===== config.mk =====
export PLATFORM = sky130hd
export DESIGN_NAME = ethtx_framer
export DESIGN_NICKNAME = d
export VERILOG_FILES = /design/src/rtl/ethtx_pkg.sv /design/src/rtl/ethtx_crc32.sv /design/src/rtl/ethtx_gap_timer.sv /design/src/rtl/ethtx_framer.sv
export SDC_FILE = /design/constraint.sdc
export NUM_CORES = 1
export LEC_CHECK = 0
export BUFFER_PORTS_ARGS = -buffer_cell sky130_fd_sc_hd__buf_2
export CAP_MARGIN = 20
export CORE_UTILIZATION = 59
export CTS_BUF_LIST = sky130_fd_sc_hd__clkbuf_4
export CTS_CLUSTER_DIAMETER = 100
export DETAILED_ROUTE_END_ITERATION = 10
export PLACE_DENSITY = 0.84
export SLEW_MARGIN = 20
export SYNTH_ARGS = -nofsm -noshare
export SYNTH_HDL_FRONTEND = slang
export SYNTH_SLANG_ARGS = --single-unit

===== constraint.sdc =====
create_clock -name clk -period 6.33 [get_ports clk]
set_input_delay 0.3165 -clock clk [delete_from_list [all_inputs] [get_ports clk]]
set_output_delay 0.3165 -clock clk [all_outputs]
set_load 0.005 [all_outputs]

===== src/rtl/ethtx_pkg.sv =====
package ethtx_pkg;

  typedef enum logic [3:0] {
    ST_IDLE,
    ST_PRE,
    ST_SFD,
    ST_DA,
    ST_SAI,
    ST_SAR,
    ST_BODY,
    ST_PAD,
    ST_FCS,
    ST_GAP
  } tx_state_e;

  typedef struct packed {
    logic pad;
    logic ins;
    logic rep;
    logic fcs;
  } tx_opt_t;

  localparam logic [7:0]  PRE_BYTE     = 8'h55;
  localparam logic [7:0]  SFD_BYTE     = 8'hD5;
  localparam logic [31:0] CRC_POLY_REV = 32'hEDB88320;
  localparam int          ADDR_BYTES   = 6;
  localparam int          FCS_BYTES    = 4;

  // One byte of the reflected CRC-32, bit 0 of the byte first.
  function automatic logic [31:0] crc32_step(input logic [31:0] c, input logic [7:0] d);
    logic [31:0] r;
    r = c ^ {24'h0, d};
    for (int b = 0; b < 8; b++) begin
      r = r[0] ? ((r >> 1) ^ CRC_POLY_REV) : (r >> 1);
    end
    return r;
  endfunction

  // Station-address byte i in wire order.
  function automatic logic [7:0] sta_byte(input logic [15:0] hi, input logic [31:0] lo,
                                          input logic [2:0] i);
    logic [7:0] b;
    case (i)
      3'd0:    b = hi[15:8];
      3'd1:    b = hi[7:0];
      3'd2:    b = lo[31:24];
      3'd3:    b = lo[23:16];
      3'd4:    b = lo[15:8];
      default: b = lo[7:0];
    endcase
    return b;
  endfunction

endpackage


===== src/rtl/ethtx_crc32.sv =====
module ethtx_crc32 (
  input  logic        clk,
  input  logic        rst_n,
  input  logic        init,
  input  logic        en,
  input  logic [7:0]  din,
  output logic [31:0] crc_q
);
  import ethtx_pkg::*;

  logic [31:0] crc_d;

  always_comb begin
    crc_d = crc_q;
    if (init) begin
      crc_d = '1;
    end else if (en) begin
      crc_d = crc32_step(crc_q, din);
    end
  end

  always_ff @(posedge clk or negedge rst_n) begin
    if (!rst_n) begin
      crc_q <= '1;
    end else begin
      crc_q <= crc_d;
    end
  end

endmodule


===== src/rtl/ethtx_gap_timer.sv =====
module ethtx_gap_timer #(
  parameter int IPG = 12
) (
  input  logic clk,
  input  logic rst_n,
  input  logic clr,
  output logic expired
);
  localparam int             CNT_W   = $clog2(IPG + 1);
  localparam logic [CNT_W-1:0] CNT_SAT = CNT_W'(IPG - 1);
  localparam logic [CNT_W-1:0] CNT_END = CNT_W'(IPG - 2);

  logic [CNT_W-1:0] cnt_q, cnt_d;

  always_comb begin
    cnt_d = cnt_q;
    if (clr) begin
      cnt_d = '0;
    end else if (cnt_q != CNT_SAT) begin
      cnt_d = cnt_q + 1'b1;
    end
  end

  always_ff @(posedge clk or negedge rst_n) begin
    if (!rst_n) begin
      cnt_q <= CNT_SAT;
    end else begin
      cnt_q <= cnt_d;
    end
  end

  // Leaving the gap state at count IPG-2 plus one idle cycle gives IPG low cycles.
  assign expired = (cnt_q >= CNT_END);

endmodule


===== src/rtl/ethtx_framer.sv =====
module ethtx_framer #(
  parameter int PRE_LEN = 7,
  parameter int MIN_LEN = 64,
  parameter int IPG     = 12,
  parameter int LEN_W   = 16
) (
  input  logic        clk,
  input  logic        rst_n,
  input  logic        in_valid,
  output logic        in_ready,
  input  logic [7:0]  in_data,
  input  logic        in_sop,
  input  logic        in_eop,
  input  logic        opt_pad,
  input  logic        opt_sa_ins,
  input  logic        opt_sa_rep,
  input  logic        opt_fcs,
  input  logic [15:0] sta_addr_hi,
  input  logic [31:0] sta_addr_lo,
  output logic [7:0]  mii_txd,
  output logic        mii_tx_en,
  output logic        tx_underrun
);
  import ethtx_pkg::*;

  localparam int               IDX_W     = (PRE_LEN > 8) ? $clog2(PRE_LEN) : 3;
  localparam logic [IDX_W-1:0] PRE_LAST  = IDX_W'(PRE_LEN - 1);
  localparam logic [IDX_W-1:0] ADDR_LAST = IDX_W'(ADDR_BYTES - 1);
  localparam logic [IDX_W-1:0] FCS_LAST  = IDX_W'(FCS_BYTES - 1);
  localparam logic [LEN_W-1:0] PAD_TGT   = LEN_W'(MIN_LEN - FCS_BYTES);

  tx_state_e        state_q, state_d, tail_st;
  logic [IDX_W-1:0] idx_q, idx_d;
  logic [LEN_W-1:0] len_q, len_d, len_inc;
  tx_opt_t          opt_q, opt_d;
  logic [7:0]       txd_q, txd_d;
  logic             txen_q, txen_d;
  logic             err_q, err_d;

  logic             stream_st, underrun;
  logic             crc_init, crc_en;
  logic [31:0]      crc_q, fcs_word;
  logic [7:0]       sta_b, fcs_b;
  logic             gap_clr, gap_done;

  ethtx_crc32 u_crc (
    .clk   (clk),
    .rst_n (rst_n),
    .init  (crc_init),
    .en    (crc_en),
    .din   (txd_d),
    .crc_q (crc_q)
  );

  ethtx_gap_timer #(.IPG(IPG)) u_gap (
    .clk     (clk),
    .rst_n   (rst_n),
    .clr     (gap_clr),
    .expired (gap_done)
  );

  assign stream_st = (state_q == ST_DA) || (state_q == ST_SAR) || (state_q == ST_BODY);
  assign underrun  = stream_st && !in_valid;
  assign in_ready  = stream_st || ((state_q == ST_IDLE) && !in_sop);
  assign len_inc   = len_q + 1'b1;
  assign fcs_word  = ~crc_q;
  assign fcs_b     = fcs_word[{idx_q[1:0], 3'b000} +: 8];
  assign sta_b     = sta_byte(sta_addr_hi, sta_addr_lo, idx_q[2:0]);

  // Where the frame goes once the stream part has ended.
  always_comb begin
    if (opt_q.fcs && opt_q.pad && (len_inc < PAD_TGT)) begin
      tail_st = ST_PAD;
    end else if (opt_q.fcs) begin
      tail_st = ST_FCS;
    end else begin
      tail_st = ST_GAP;
    end
  end

  always_comb begin
    state_d  = state_q;
    idx_d    = idx_q;
    len_d    = len_q;
    opt_d    = opt_q;
    txd_d    = 8'h00;
    txen_d   = 1'b0;
    err_d    = 1'b0;
    crc_init = 1'b0;
    crc_en   = 1'b0;

    case (state_q)
      ST_IDLE: begin
        if (in_valid && in_sop) begin
          state_d   = ST_PRE;
          idx_d     = '0;
          opt_d.pad = opt_pad;
          opt_d.ins = opt_sa_ins;
          opt_d.rep = opt_sa_rep && !opt_sa_ins;
          opt_d.fcs = opt_fcs;
        end
      end
      ST_PRE: begin
        txd_d  = PRE_BYTE;
        txen_d = 1'b1;
        if (idx_q == PRE_LAST) begin
          state_d = ST_SFD;
        end else begin
          idx_d = idx_q + 1'b1;
        end
      end
      ST_SFD: begin
        txd_d    = SFD_BYTE;
        txen_d   = 1'b1;
        crc_init = 1'b1;
        state_d  = ST_DA;
        idx_d    = '0;
        len_d    = '0;
      end
      ST_DA, ST_SAR, ST_BODY: begin
        if (underrun) begin
          state_d = ST_GAP;
          err_d   = 1'b1;
        end else begin
          txd_d  = (state_q == ST_SAR) ? sta_b : in_data;
          txen_d = 1'b1;
          crc_en = 1'b1;
          len_d  = len_inc;
          if (in_eop) begin
            state_d = tail_st;
            idx_d   = '0;
          end else if (state_q != ST_BODY) begin
            if (idx_q == ADDR_LAST) begin
              idx_d = '0;
              if ((state_q == ST_DA) && opt_q.ins) begin
                state_d = ST_SAI;
              end else if ((state_q == ST_DA) && opt_q.rep) begin
                state_d = ST_SAR;
              end else begin
                state_d = ST_BODY;
              end
            end else begin
              idx_d = idx_q + 1'b1;
            end
          end
        end
      end
      ST_SAI: begin
        txd_d  = sta_b;
        txen_d = 1'b1;
        crc_en = 1'b1;
        len_d  = len_inc;
        if (idx_q == ADDR_LAST) begin
          state_d = ST_BODY;
          idx_d   = '0;
        end else begin
          idx_d = idx_q + 1'b1;
        end
      end
      ST_PAD: begin
        txd_d  = 8'h00;
        txen_d = 1'b1;
        crc_en = 1'b1;
        len_d  = len_inc;
        if (len_inc >= PAD_TGT) begin
          state_d = ST_FCS;
          idx_d   = '0;
        end
      end
      ST_FCS: begin
        txd_d  = fcs_b;
        txen_d = 1'b1;
        if (idx_q == FCS_LAST) begin
          state_d = ST_GAP;
        end else begin
          idx_d = idx_q + 1'b1;
        end
      end
      ST_GAP: begin
        if (gap_done) begin
          state_d = ST_IDLE;
        end
      end
      default: state_d = ST_IDLE;
    endcase
  end

  assign gap_clr = (state_d == ST_GAP) && (state_q != ST_GAP);

  always_ff @(posedge clk or negedge rst_n) begin
    if (!rst_n) begin
      state_q <= ST_IDLE;
      idx_q   <= '0;
      len_q   <= '0;
      opt_q   <= '0;
      txd_q   <= 8'h00;
      txen_q  <= 1'b0;
      err_q   <= 1'b0;
    end else begin
      state_q <= state_d;
      idx_q   <= idx_d;
      len_q   <= len_d;
      opt_q   <= opt_d;
      txd_q   <= txd_d;
      txen_q  <= txen_d;
      err_q   <= err_d;
    end
  end

  assign mii_txd     = txd_q;
  assign mii_tx_en   = txen_q;
  assign tx_underrun = err_q;

endmodule


==> run_results.csv <==
group,metric,value,unit
worst_setup_path,cpPeakStageDelay,0.85,ns
grt,gr-total-overflow,0,
cts,post-cts-setup-buffer-count,0,
cts,cts_sinks,73,
route,drc,0,
cts,hold_buffers,0,
floorplan,die_w,96.7,µm
timing,final.setup.tns,0,ns
synthesis,ys_seq_elements,73,
worst_setup_path,crit_type,"register to register",
route,drt_pre_antenna_iters,5,
timing,rsz0062_at_grt,"false",
layout,area_delta_synth_final,9.42,%
cts,clockBufferDepth,2,
grt,grt_start_max_net_pins,74,
timing,max_freq,239,MHz
worst_setup_path,end_kind,"register",
route,vias,4705,
grt,grt_antenna_before_repair,0,
layout,drive_above_1_share,25.9,%
synthesis,ys_types,76,
worst_setup_path,rr_endpoint,"u_crc.crc_q[20]",
layout,final_util,66.7,%
grt,grt_use_total,29.0,%
pwr,power,3.50,mW
route,wl_per_cell,18.0,µm
worst_setup_path,slowest_stage,"dfrtp_1",
route,wl,13100,µm
pwr,p_leak,2.38,nW
cts,clock-root-buffer,"clkbuf_4",
layout,mostFrequentLayoutCells,"75 x buf_2, 49 x o21ai_0, 40 x nor2_1, 40 x nand2_1, 39 x a21oi_1",
pwr,vdd_drop_max,0.465,mV
timing,period_needed,4.19,ns
floorplan,core,8680,µm²
placement,dpl.cell_count,714,
synthesis,yosysWarningCount,0,
worst_setup_path,cp.required,6.68,ns
timing,max-slew-margin-rel,38.8,%
floorplan,start_util,60.9,%
synthesis,syn-instance-count,568,
placement,dp_hpwl,9290,µm
synthesis,ys_seq_area_share,35.4,%
timing,worst_pin_slew,0.918,ns
synthesis,synth_fp_nets,641,
worst_setup_path,cp_max_fo,27,
cts,cts_repair_resize_count,0,
placement,portBuffers,75,
route,viasPerCell,6.45,
worst_setup_path,critPathLaunchType,"register",
worst_setup_path,r2r_start,"idx_q[2]",
synthesis,synthFlopType,"dfrtp_1",
synthesis,synth_top_area_cell,"dfrtp_1",
layout,diodes,0,
timing,finalClockSkew,0.0226,ns
timing,hold_violations,0,
grt,grt_pass1_vias,4565,
job,cap_violations,0,
worst_setup_path,reg2reg_slack,2.14,ns
cts,clock_latency,0.43,ns
synthesis,synthArstFlopShare,100,%
timing,setup_viol,0,
synthesis,synthTopCellsByArea,"dfrtp_1 18%, dfstp_2 17%, xnor2_1 5.6%",
status,status,"complete, no violations",
synthesis,synth_top_area_share,18.0,%
floorplan,io_pins,76,
placement,placed_area,5630,µm²
grt,grt_pass1_wl,22200,µm
route,drtIter0Drc,327,
layout,instances_no_fill,730,
pwr,powerDensity,605,nW/µm²
cts,cts_tree,"done",
layout,num-fill-cells,665,
cts,htreeDepth,3,
placement,gp_congestion,0.911,
timing,maxSlewViolCount,0,
worst_setup_path,rr_worst_depth,11,
worst_setup_path,worstPathArrival,4.54,ns
min_path,hp-class,"input port to asynchronous set/reset pin",
timing,period_share,66.2,%
layout,final_common_cell,"buf_2",
route,postRouteAntennaNets,0,
layout,design_area,5790,µm²
floorplan,die_h,96.7,µm
worst_setup_path,crit_chain,"inv_1 > ha_1 > a32o_1 > a31o_2 > o311a_1 > a211oi_4 > xor3_2 > xnor2_1 > xnor3_1 > xor2_1 > a21oi_1",
synthesis,synth.avg_cell_area,9.31,µm²
floorplan,dieArea,9340,µm²
layout,nNetsFinal,690,
synthesis,synth_edf_count,0,
cts,path_clk_slew,0.14,ns
cts,cts_made_buffers,9,
floorplan,num_rows,34,
synthesis,synthesis.area,5290,µm²
## how the worst max path moves through the flow
stage	start	end	slack [ns]	cells after the start
3_3_place_gp	idx_q[0]	u_crc.crc_q[23]	2.38	11
6_report	idx_q[2]	u_crc.crc_q[20]	2.14	11
4_1_cts	idx_q[0]	u_crc.crc_q[20]	2.10	11
2_1_floorplan	idx_q[0]	u_crc.crc_q[20]	2.93	13
5_1_grt	idx_q[2]	u_crc.crc_q[20]	1.81	11
3_5_place_dp	idx_q[0]	u_crc.crc_q[20]	2.14	11
## worst max-delay path: cells and delay by family, from the launching register on
kind / cells / cell delay [ns]
buf+inv: 1 / 0.26
compound gates: 5 / 1.34
fa+ha+maj: 1 / 0.40
flops: 1 / 0.85
xor+xnor: 4 / 1.28
## Yosys cell counts (9+ instances only)
cell      count
nand4_1      10
dfrtp_1      38
nor3_1       35
nand3_1      12
clkbuf_1     25
xnor2_1      34
nand2_1      40
xor2_1       30
o21ai_0      49
o31ai_1      10
a21oi_1      40
dfstp_2      35
nor2_1       40
inv_1         9
## flip-flops by register name, indices dropped and copies added, names as in the netlist
name and cells:
mii_txd 8, idx_q 3, u_crc.crc_q 32, mii_tx_en 1, tx_underrun 1, len_q 16, u_gap.cnt_q 4, state_q 4
opt_q 4
## kinds of logic after synthesis
group | share of synthesized area (%)
AO/OA/AOI/OAI | 21.4
XOR/XNOR | 15.0
adder cells (fa/ha/maj) | 1.89
AND/OR/NAND/NOR | 17.7
flip-flops | 35.4
multiplexers | 4.26
buffers and inverters | 4.40
## layer usage
metal	track usage, %	share of wire [%]	vias to the layer above
met5	0	0	-
met2	48.0	49	234
met3	6.21	7.8	14
li1	-	-	2190
met1	39.0	42	2267
met4	7.12	1.0	0
## through the flow
step | worst slack, ns | hold WS, ns
after floorplan | 2.93 | 0.0209
after global placement | 2.38 | 0.498
after detailed placement | 2.14 | 0.520
after CTS | 2.10 | 0.0997
after global routing | 1.81 | 0.0876
final | 2.14 | 0.0578
## final cells by class
type                            count  area (µm²)  share of cell area [%]
Clock inverter                      7        85.1                    1.47
Clock buffer                        9        67.6                    1.17
Inverter                            9        33.8                   0.584
Tap cell                          108         135                    2.34
Multi-Input combinational cell    446        3200                    55.2
Sequential cell                    73        1870                    32.3
Timing Repair Buffer               78         398                    6.88
## where the power goes
part | total [mW] | switching (mW) | internal, mW
combinational | 2.23 | 1.19 | 1.04
clock | 0.331 | 0.175 | 0.156
sequential | 0.945 | 0.252 | 0.693
total | 3.50 | 1.61 | 1.89
Power figures use the tool's default switching activity.
